**config.mk**
```make
export PLATFORM = sky130hd
export DESIGN_NAME = mux_bus_cycle_ctrl
export DESIGN_NICKNAME = d
export VERILOG_FILES = /design/src/rtl/mbc_pkg.sv /design/src/rtl/mbc_seq_fsm.sv /design/src/rtl/mbc_pin_mux.sv /design/src/rtl/mbc_addr_latch.sv /design/src/rtl/mux_bus_cycle_ctrl.sv
export SDC_FILE = /design/constraint.sdc
export NUM_CORES = 1
export LEC_CHECK = 0
export BUFFER_PORTS_ARGS = -buffer_cell sky130_fd_sc_hd__buf_2
export CAP_MARGIN = 0
export CORE_MARGIN = 3
export CORE_UTILIZATION = 40
export DETAILED_ROUTE_END_ITERATION = 7
export PLACE_DENSITY = 0.65
export SKIP_LAST_GASP = 1
export SLEW_MARGIN = 10
export SYNTH_ARGS = -nofsm -noshare
export SYNTH_HDL_FRONTEND = slang
export SYNTH_SLANG_ARGS = --single-unit
```
**constraint.sdc**
```tcl
create_clock -name clk -period 1.7 [get_ports clk]
set_input_delay 0.17 -clock clk [delete_from_list [all_inputs] [get_ports clk]]
set_output_delay 0.17 -clock clk [all_outputs]
set_load 0.05 [all_outputs]
```
**src/rtl/mbc_pkg.sv**
```systemverilog
package mbc_pkg;

    typedef enum logic [2:0] {
        ST_IDLE = 3'd0,
        ST_T1   = 3'd1,
        ST_T2   = 3'd2,
        ST_T3   = 3'd3,
        ST_TW   = 3'd4,
        ST_T4   = 3'd5
    } cyc_state_e;

    typedef struct packed {
        logic write;
        logic io;
        logic wide;
    } cyc_kind_t;

endpackage

```
**src/rtl/mbc_seq_fsm.sv**
```systemverilog
module mbc_seq_fsm
    import mbc_pkg::*;
#(
    parameter int ADDR_W = 20,
    parameter int DATA_W = 8
) (
    input  logic                  clk,
    input  logic                  rst_n,
    input  logic                  start,
    input  cyc_kind_t             kind_in,
    input  logic [ADDR_W-1:0]     addr_in,
    input  logic [2*DATA_W-1:0]   wdata_in,
    input  logic                  rdy,
    input  logic [DATA_W-1:0]     ad_in,
    output cyc_state_e            state,
    output logic                  byte_idx,
    output cyc_kind_t             kind,
    output logic [ADDR_W-1:0]     byte_addr,
    output logic [DATA_W-1:0]     wbyte,
    output logic                  busy,
    output logic                  done,
    output logic [2*DATA_W-1:0]   rdata
);

    localparam int IO_W = 2 * DATA_W;
    localparam int HI_W = ADDR_W - IO_W;

    cyc_state_e              state_nx;
    logic [ADDR_W-1:0]       base_addr;
    logic [2*DATA_W-1:0]     wdata_q;
    logic [DATA_W-1:0]       rd_lo;
    logic [IO_W-1:0]         io_addr;
    logic                    last_byte;

    assign last_byte = !kind.wide || byte_idx;
    assign busy      = (state != ST_IDLE);

    // state transitions
    always_comb begin
        state_nx = state;
        unique case (state)
            ST_IDLE: if (start) state_nx = ST_T1;
            ST_T1:   state_nx = ST_T2;
            ST_T2:   state_nx = ST_T3;
            ST_T3:   state_nx = rdy ? ST_T4 : ST_TW;
            ST_TW:   state_nx = rdy ? ST_T4 : ST_TW;
            ST_T4:   state_nx = last_byte ? ST_IDLE : ST_T1;
            default: state_nx = ST_IDLE;
        endcase
    end

    always_ff @(posedge clk) begin
        if (!rst_n) state <= ST_IDLE;
        else        state <= state_nx;
    end

    // request capture and byte sequencing
    always_ff @(posedge clk) begin
        if (!rst_n) begin
            base_addr <= '0;
            wdata_q   <= '0;
            kind      <= '0;
            byte_idx  <= 1'b0;
        end else if (state == ST_IDLE && start) begin
            base_addr <= addr_in;
            wdata_q   <= wdata_in;
            kind      <= kind_in;
            byte_idx  <= 1'b0;
        end else if (state == ST_T4 && !last_byte) begin
            byte_idx  <= 1'b1;
        end
    end

    assign io_addr   = base_addr[IO_W-1:0] + IO_W'(byte_idx);
    assign byte_addr = kind.io ? {{HI_W{1'b0}}, io_addr}
                               : base_addr + ADDR_W'(byte_idx);
    assign wbyte     = byte_idx ? wdata_q[2*DATA_W-1:DATA_W] : wdata_q[DATA_W-1:0];

    // read capture and completion
    always_ff @(posedge clk) begin
        if (!rst_n) begin
            rd_lo <= '0;
            rdata <= '0;
            done  <= 1'b0;
        end else begin
            done <= 1'b0;
            if (state == ST_T4) begin
                if (last_byte) done <= 1'b1;
                if (!kind.write) begin
                    if (!byte_idx) rd_lo <= ad_in;
                    if (last_byte) begin
                        if (kind.wide) rdata <= {ad_in, rd_lo};
                        else           rdata <= {{DATA_W{1'b0}}, ad_in};
                    end
                end
            end
        end
    end

    AST_WAIT_STRETCH: assert property (@(posedge clk) disable iff (!rst_n)
        ((state == ST_T3 || state == ST_TW) && !rdy) |=> (state == ST_TW));
    AST_DONE_SINGLE: assert property (@(posedge clk) disable iff (!rst_n)
        done |=> !done);
    AST_REQ_FROZEN: assert property (@(posedge clk) disable iff (!rst_n)
        busy |=> $stable(base_addr));
    AST_WIDE_SECOND: assert property (@(posedge clk) disable iff (!rst_n)
        (state == ST_T4 && kind.wide && !byte_idx) |=> (state == ST_T1 && byte_idx));

endmodule

```
**src/rtl/mbc_pin_mux.sv**
```systemverilog
module mbc_pin_mux
    import mbc_pkg::*;
#(
    parameter int ADDR_W = 20,
    parameter int DATA_W = 8
) (
    input  logic                  clk,
    input  logic                  rst_n,
    input  cyc_state_e            state,
    input  cyc_kind_t             kind,
    input  logic                  byte_idx,
    input  logic [ADDR_W-1:0]     byte_addr,
    input  logic [DATA_W-1:0]     wbyte,
    output logic                  ale,
    output logic                  rd_n,
    output logic                  wr_n,
    output logic                  ad_oe,
    output logic [DATA_W-1:0]     ad_out,
    output logic [DATA_W-1:0]     a_mid,
    output logic [ADDR_W-2*DATA_W-1:0] as_out,
    output logic                  io_m
);

    localparam int IO_W = 2 * DATA_W;
    localparam int HI_W = ADDR_W - IO_W;

    logic [HI_W-1:0] status;

    always_comb begin
        status    = '0;
        status[2] = kind.io;
        status[1] = kind.write;
        status[0] = byte_idx;
    end

    always_comb begin
        ale    = 1'b0;
        rd_n   = 1'b1;
        wr_n   = 1'b1;
        ad_oe  = 1'b0;
        ad_out = '0;
        a_mid  = '0;
        as_out = '0;
        io_m   = 1'b0;
        unique case (state)
            ST_IDLE: ;
            ST_T1: begin
                ale    = 1'b1;
                ad_oe  = 1'b1;
                ad_out = byte_addr[DATA_W-1:0];
                a_mid  = byte_addr[IO_W-1:DATA_W];
                as_out = kind.io ? '0 : byte_addr[ADDR_W-1:IO_W];
                io_m   = kind.io;
            end
            ST_T2, ST_T3, ST_TW, ST_T4: begin
                a_mid  = byte_addr[IO_W-1:DATA_W];
                as_out = status;
                io_m   = kind.io;
                rd_n   = kind.write;
                wr_n   = !kind.write;
                ad_oe  = kind.write;
                ad_out = kind.write ? wbyte : '0;
            end
            default: ;
        endcase
    end

    AST_ALE_SINGLE: assert property (@(posedge clk) disable iff (!rst_n)
        ale |=> !ale);
    AST_STROBE_EXCL: assert property (@(posedge clk) disable iff (!rst_n)
        !(!rd_n && !wr_n));
    AST_READ_FLOAT: assert property (@(posedge clk) disable iff (!rst_n)
        !rd_n |-> !ad_oe);

endmodule

```
**src/rtl/mbc_addr_latch.sv**
```systemverilog
module mbc_addr_latch #(
    parameter int DATA_W = 8
) (
    input  logic              clk,
    input  logic              rst_n,
    input  logic              ale,
    input  logic [DATA_W-1:0] d,
    output logic [DATA_W-1:0] q
);

    logic [DATA_W-1:0] held;

    always_ff @(posedge clk) begin
        if (!rst_n)   held <= '0;
        else if (ale) held <= d;
    end

    assign q = ale ? d : held;

    AST_LATCH_HOLD: assert property (@(posedge clk) disable iff (!rst_n)
        $fell(ale) |-> (q == $past(d)));

endmodule

```
**src/rtl/mux_bus_cycle_ctrl.sv**
```systemverilog
module mux_bus_cycle_ctrl
    import mbc_pkg::*;
#(
    parameter int ADDR_W = 20,
    parameter int DATA_W = 8
) (
    input  logic                         clk,
    input  logic                         rst_n,
    input  logic                         start,
    input  logic                         req_write,
    input  logic                         req_io,
    input  logic                         req_wide,
    input  logic [ADDR_W-1:0]            req_addr,
    input  logic [2*DATA_W-1:0]          req_wdata,
    input  logic                         rdy,
    input  logic [DATA_W-1:0]            ad_in,
    output logic [DATA_W-1:0]            ad_out,
    output logic                         ad_oe,
    output logic [DATA_W-1:0]            a_mid,
    output logic [ADDR_W-2*DATA_W-1:0]   as_out,
    output logic                         ale,
    output logic                         rd_n,
    output logic                         wr_n,
    output logic                         io_m,
    output logic [DATA_W-1:0]            lat_addr,
    output logic                         busy,
    output logic                         done,
    output logic [2*DATA_W-1:0]          rdata
);

    cyc_state_e        state;
    cyc_kind_t         kind_in;
    cyc_kind_t         kind;
    logic              byte_idx;
    logic [ADDR_W-1:0] byte_addr;
    logic [DATA_W-1:0] wbyte;

    assign kind_in = '{write: req_write, io: req_io, wide: req_wide};

    mbc_seq_fsm #(.ADDR_W(ADDR_W), .DATA_W(DATA_W)) u_fsm (
        .clk(clk), .rst_n(rst_n), .start(start), .kind_in(kind_in),
        .addr_in(req_addr), .wdata_in(req_wdata), .rdy(rdy), .ad_in(ad_in),
        .state(state), .byte_idx(byte_idx), .kind(kind), .byte_addr(byte_addr),
        .wbyte(wbyte), .busy(busy), .done(done), .rdata(rdata)
    );

    mbc_pin_mux #(.ADDR_W(ADDR_W), .DATA_W(DATA_W)) u_pins (
        .clk(clk), .rst_n(rst_n), .state(state), .kind(kind), .byte_idx(byte_idx),
        .byte_addr(byte_addr), .wbyte(wbyte), .ale(ale), .rd_n(rd_n), .wr_n(wr_n),
        .ad_oe(ad_oe), .ad_out(ad_out), .a_mid(a_mid), .as_out(as_out), .io_m(io_m)
    );

    mbc_addr_latch #(.DATA_W(DATA_W)) u_latch (
        .clk(clk), .rst_n(rst_n), .ale(ale), .d(ad_out), .q(lat_addr)
    );

    AST_IO_FOLLOWS: assert property (@(posedge clk) disable iff (!rst_n)
        (!busy) |-> (!io_m && rd_n && wr_n && !ale));

endmodule

```
### Word level (Yosys, flattened, before mapping)

Index checks and enable logic that the tools add are counted.

| word-level totals | value |
|---|---|
| register bits after elaboration | 76 |
| bits of input ports | 51 |
| output and inout port bits | 51 |
| logic and storage cells | 56 |

| cells by class | value |
|---|---|
| $add $sub $neg | 2 |
| equality and inequality tests | 6 |
| muxes and demuxes | 19 |
| bitwise operators | 3 |
| reductions and logical operators | 15 |

Operator list:

| kind | number |
|---|---|
| $mux W8 | 4 |
| $add A20 B1 Y20 | 1 |
| $mux W20 | 1 |
| $add A16 B1 Y16 | 1 |
| $mux W16 | 1 |
| $pmux W8 S2 | 1 |
| $pmux W3 S5 | 1 |
| $pmux W4 S2 | 1 |
| $mux W1 | 7 |
| $eq A3 B2 Y1 const B | 2 |
| $eq A3 B3 Y1 const B | 2 |
| $reduce_and A3 Y1 | 2 |
| $reduce_or A5 Y1 | 1 |
| $mux W4 | 1 |
| $reduce_or A2 Y1 | 2 |
| $reduce_or A4 Y1 | 1 |
| $eq A3 B1 Y1 const B | 1 |
| $logic_not A1 Y1 | 3 |
| $logic_not A3 Y1 | 1 |
| $mux W3 | 1 |
| $not A1 Y1 | 3 |
| $reduce_bool A3 Y1 | 1 |
| $logic_and A1 B1 Y1 | 2 |
| $ne A2 B2 Y1 const B | 1 |
| other kinds (3) | 3 |

### Longest topological paths before layout

| depth | value |
|---|---|
| word-level depth | 4 |
| gate-level depth with buffers | 8 |
| depth with buffers taken out | 6 |

### Cells and area by module

Synthesis repeated with hierarchy kept, for this count alone.

| unflattened totals | value |
|---|---|
| cells, all modules | 454 |
| area, all modules | 4,000.1 µm² |

By module, submodules not included:

| module | times used | cells each | area an instance (µm²) | seq. area each (µm²) |
|---|---|---|---|---|
| mbc_seq_fsm | 1 | 366 | 3,224.3 | 1,361.3 |
| mbc_pin_mux | 1 | 63 | 431.7 | 0.0 |
| mbc_addr_latch | 1 | 25 | 344.1 | 160.2 |

### Worst setup path after synthesis

No wires, ideal clock.

| timing path | value |
|---|---|
| path type | reg-to-output |
| from | register u_fsm.state[1] |
| to | output port ad_out[1] |
| arrival | 2,521 ps |
| data required time | 1,530 ps |
| slack | -991 ps |
| cell stages (with the launch flop) | 6 |
| path buffers | 2 |
| path through | dfxtp_1 > buf_2 > xor2_1 > nand2_1 > clkbuf_1 > o21ai_0 |

| between the ends | value |
|---|---|
| word-level cells in the longest chain between the ends | 3 |
| elaborated cells between the ends (all ways) | 7 |
| those cells by class | eq/ne (5); mux (1); reduce/logical (1) |

RTL lines:

| item | line | source |
|---|---|---|
| from (decl) | mbc_seq_fsm.sv:15 | `output cyc_state_e state,` |
| from (signal assigned) | mbc_seq_fsm.sv:54 | `else state <= state_nx;` |
| $eq A3 B2 Y1 or $eq A3 B3 Y1 (tied branches) | mbc_pin_mux.sv:45 | `unique case (state)` |
| $reduce_or A4 Y1 | mbc_pin_mux.sv:45 |  |
| $pmux W8 S2 * | mbc_pin_mux.sv:45 |  |
| to (decl) | mux_bus_cycle_ctrl.sv:17 | `output logic [DATA_W-1:0] ad_out,` |

Every way passes the cells marked *; elsewhere a longest branch is shown, timed or not.

### Worst setup path in the final report

| timing path | value |
|---|---|
| from | register u_fsm.base_addr[7] |
| to | output port as_out[3] |

| between the ends | value |
|---|---|
| word-level cells in the longest chain between the ends | 4 |

RTL lines:

| item | line | source |
|---|---|---|
| from (decl) | mbc_seq_fsm.sv:29 | `logic [ADDR_W-1:0] base_addr;` |
| from (signal assigned) | mbc_seq_fsm.sv:65 | `base_addr <= addr_in;` |
| $add A20 B1 Y20 | mbc_seq_fsm.sv:76 | `: base_addr + ADDR_W'(byte_idx);` |
| $mux W20 | mbc_seq_fsm.sv:75 | `assign byte_addr = kind.io ? {{HI_W{1'b0}}, io_addr}` |
| $mux W4 | mbc_pin_mux.sv:52 | `as_out = kind.io ? '0 : byte_addr[ADDR_W-1:IO_W];` |
| $pmux W4 S2 | mbc_pin_mux.sv:45 |  |
| to (decl) | mux_bus_cycle_ctrl.sv:20 | `output logic [ADDR_W-2*DATA_W-1:0] as_out,` |

No other way between the ends.

==> run summary <==
Status - finished, violations left
Clock sinks - 76
P_int - 3.73 mW
Total of max-cap violations - 0
Hold bufs inserted after CTS - 0
Sequential power share - 34.2%
Xor/xnor share of the synthesized area - 3.10%
Post-synthesis sequential area ratio - 41.4%
Final Hold Viols - 0
Reg-to-reg endpoint - u_latch.held[7]
Largest family of logic cells by synthesized area - simple AND/OR/NAND/NOR gates
Global Route Usage Sum - 20.6%
TritonCTS clock tree - yes
Pwr dens - 1000 nW/um^2
Clock skew - 0.0103 ns
Mapped Area - 3680 um^2
Most frequent cell after synthesis - nand2_1
Routed vias - 3640
Simple-gate area share of the yosys netlist - 25.7%
Slack of the critical path - -0.613 ns
Routability cong. - 0.826
CTS max path bufs - 2
Post-layout util - 67.3%
Fill count - 716
Clock root buffer - clkbuf_8
Yosys warns - 0
FP Rows - 34
DR pass1 iterations - 4
Commonest cells in the netlist - nand2_1 (124), dfxtp_1 (76), a21boi_0 (51), mux2i_1 (27), clkbuf_1 (19)
Area of the multi-input gates - 2630 um^2
Starting DRT DRC Count - 108
Actual slew at the worst max-slew pin - 0.355 ns
Clock network power share - 24.8%
CP max FO - 6
Setup-failing EPs final - 31
Synth Area per Inst - 8.23 um^2
Highest Clock Rate - 432 MHz
Main synth FF type - dfxtp_1
Vias per Instance - 5.10
Mux cell area share after synthesis - 7.35%
Vias in the first global route - 3615
Worst R2R Path Depth - 9
Post-DR wirelength/cell - 15.0 um
Num CTS Buffers - 9
Die area - 10400 um^2
Clock latency on the worst-skew pair - 0.35 ns
Slew HR - 76.1%
Yosys reg bits - 76
Starting Density - 41.8%
Hold crit path type - input port to register
Final worst path period share - 136%
Post-Route WL - 10700 um
Synthesis-to-layout area growth - 61.3%
Unrepaired setup endpoints after global routing - yes
CP startpoint kind - register
CP arrival - 2.14 ns
Compound-gate portion of the synthesized area - 17.9%
Critical Path End - as_out[3]
Reg2Reg Setup Slack - -0.01 ns
Yosys top cell area share - 41.4%
Leakage - 2.48 nW
Worst setup path startpoint - u_fsm.base_addr[7]
Crit path required time - 1.53 ns
Cell taking the most area after synthesis - dfxtp_1
Crit path kind - register to output pin
Top post-synthesis cells by area - dfxtp_1 (41%), nand2_1 (13%), a21boi_0 (10%)
Register area - 1540 um^2
Width of the die - 102 um
Die Span Y - 102 um
Cells after synthesis - 447
Synth cell types - 41
Switching Share - 37.4%
Synth Area in Adders - 1.02%
Async S/R FF share, synth - 0%
IO Port Bufs - 101
Clock input transition at the sequential cells of the worst setup and hold paths - 0.08 ns
Ant diodes - 0
RR Startpoint - u_fsm.byte_idx
CORE AREA - 8810 um^2
Largest net degree at the start of global routing - 77
Failing checks - setup timing
Min cycle time layout - 2.31 ns
Routed Antenna Nets - 0
Peak supply drop - 582 uV
# H-tree levels - 3
Syn_nets - 501
Worst setup EP type - output pin
Nets - 655
Layout cells sized above 1 - 44.9%
Total gr overflow - 0
Comb pwr share - 41.0%
Antenna violations before repair - 0
Total Power - 5.96 mW
I/O pin cnt - 102
EDFF count, synth - 0
Net Sw Power - 2.23 mW
DP HPWL - 7280 um
Drt drc - 0
First-pass GRT wire length - 17000 um
Slew Limit Fails - 0
[cell families (layout without fill, tap and decap cells)]
group           after synthesis  count (layout)
buf+inv                      32             191
simple gates                202             202
flops                        76              76
xor+xnor                     13              13
fa+ha+maj                     3               3
mux                          27              27
compound gates               94              94
[worst min-delay path by stage]
stage                        from  depth (start not counted)                 end
finish              req_wdata[13]                          3   u_fsm.wdata_q[13]
global route         req_wdata[3]                          3    u_fsm.wdata_q[3]
CTS                 req_wdata[13]                          3   u_fsm.wdata_q[13]
detailed placement    req_addr[8]                          3  u_fsm.base_addr[8]
global placement     req_wdata[1]                          3    u_fsm.wdata_q[1]
floorplan             req_addr[0]                          2  u_fsm.base_addr[0]
[flip-flops by register name, summed over array words and instances, names as in the netlist]
signal and cells:
u_fsm.base_addr 20, u_fsm.rdata 16, u_fsm.wdata_q 16, u_fsm.rd_lo 8
u_latch.held 8, u_fsm.kind 3, u_fsm.state 3, u_fsm.byte_idx 1
u_fsm.done 1
[stage by stage]
| step | cells | cell area (um^2) | setup slack [ns] | hold WS (ns) | TNS (ns) |
|---|---|---|---|---|---|
| 2_1_floorplan | 447 | 4030 | -0.296 | 0.307 | -1.81 |
| 3_3_place_gp | 686 | 5000 | -0.330 | 0.419 | -2.97 |
| 3_5_place_dp | 686 | 5000 | -0.359 | 0.427 | -3.42 |
| 4_1_cts | 711 | 5710 | -0.602 | 0.0468 | -9.75 |
| 5_1_grt | 714 | 5930 | -0.699 | 0.0513 | -13.09 |
| 6_report | 714 | 5930 | -0.613 | 0.0579 | -10.39 |
[critical path, stage by stage, from the launching register on]
cell and delay (ns):
dfxtp_1 0.37, nand4_2 0.15, or4_4 0.60, or3_4 0.36, a21oi_4 0.13, buf_6 0.17
[metal layers]
layer / vias up / global-route usage, % / wire length, um
li1: 1835 / - / -
met1: 1700 / 27.7 / 4890
met2: 90 / 33.9 / 5200
met3: 15 / 3.48 / 484
met4: 0 / 6.96 / 161
met5: - / 0 / 0
[layout by cell type (no fill, tap or decap), types with 8 or more instances in the layout]
cell type / Yosys / layout
o211a_1: 8 / 8
o21ai_0: 14 / 9
buf_6: 0 / 32
a21oi_1: 14 / 8
nand2_1: 124 / 109
dfxtp_1: 76 / 71
buf_2: 8 / 69
buf_4: 0 / 54
mux2i_1: 27 / 25
buf_8: 0 / 10
clkbuf_8: 0 / 9
nand3_1: 16 / 12
nor2b_1: 10 / 9
a21boi_0: 51 / 51
nand2_2: 0 / 11
[power groups by stage]
| stage | Clock, mW | Sequential (mW) | Combinational (mW) |
|---|---|---|---|
| 2_1_floorplan | 0 | 2.10 | 1.37 |
| 3_3_place_gp | 0 | 2.06 | 1.99 |
| 3_5_place_dp | 0 | 2.07 | 2.01 |
| 4_1_cts | 1.52 | 2.03 | 2.36 |
| 5_1_grt | 1.60 | 2.06 | 2.61 |
| 6_report | 1.48 | 2.04 | 2.44 |
[final cells by class]
type / instances / area share (%)
sequential: 76 / 25.9
inverter: 3 / 0.232
timing repair buffer: 172 / 23.6
multi-input combinational: 339 / 44.4
clock inverter: 4 / 0.928
tap: 108 / 2.28
clock buffer: 12 / 2.64
[repair_timing]
item | in CTS | in global routing
buffers inserted | 9 | 7
pin swaps | 20 | 17
endpoints found under the setup margin | 32 | 36
gates resized for setup | 111 | 36
hold endpoints to repair | 0 | 0
(Power assumes the default switching activity.)
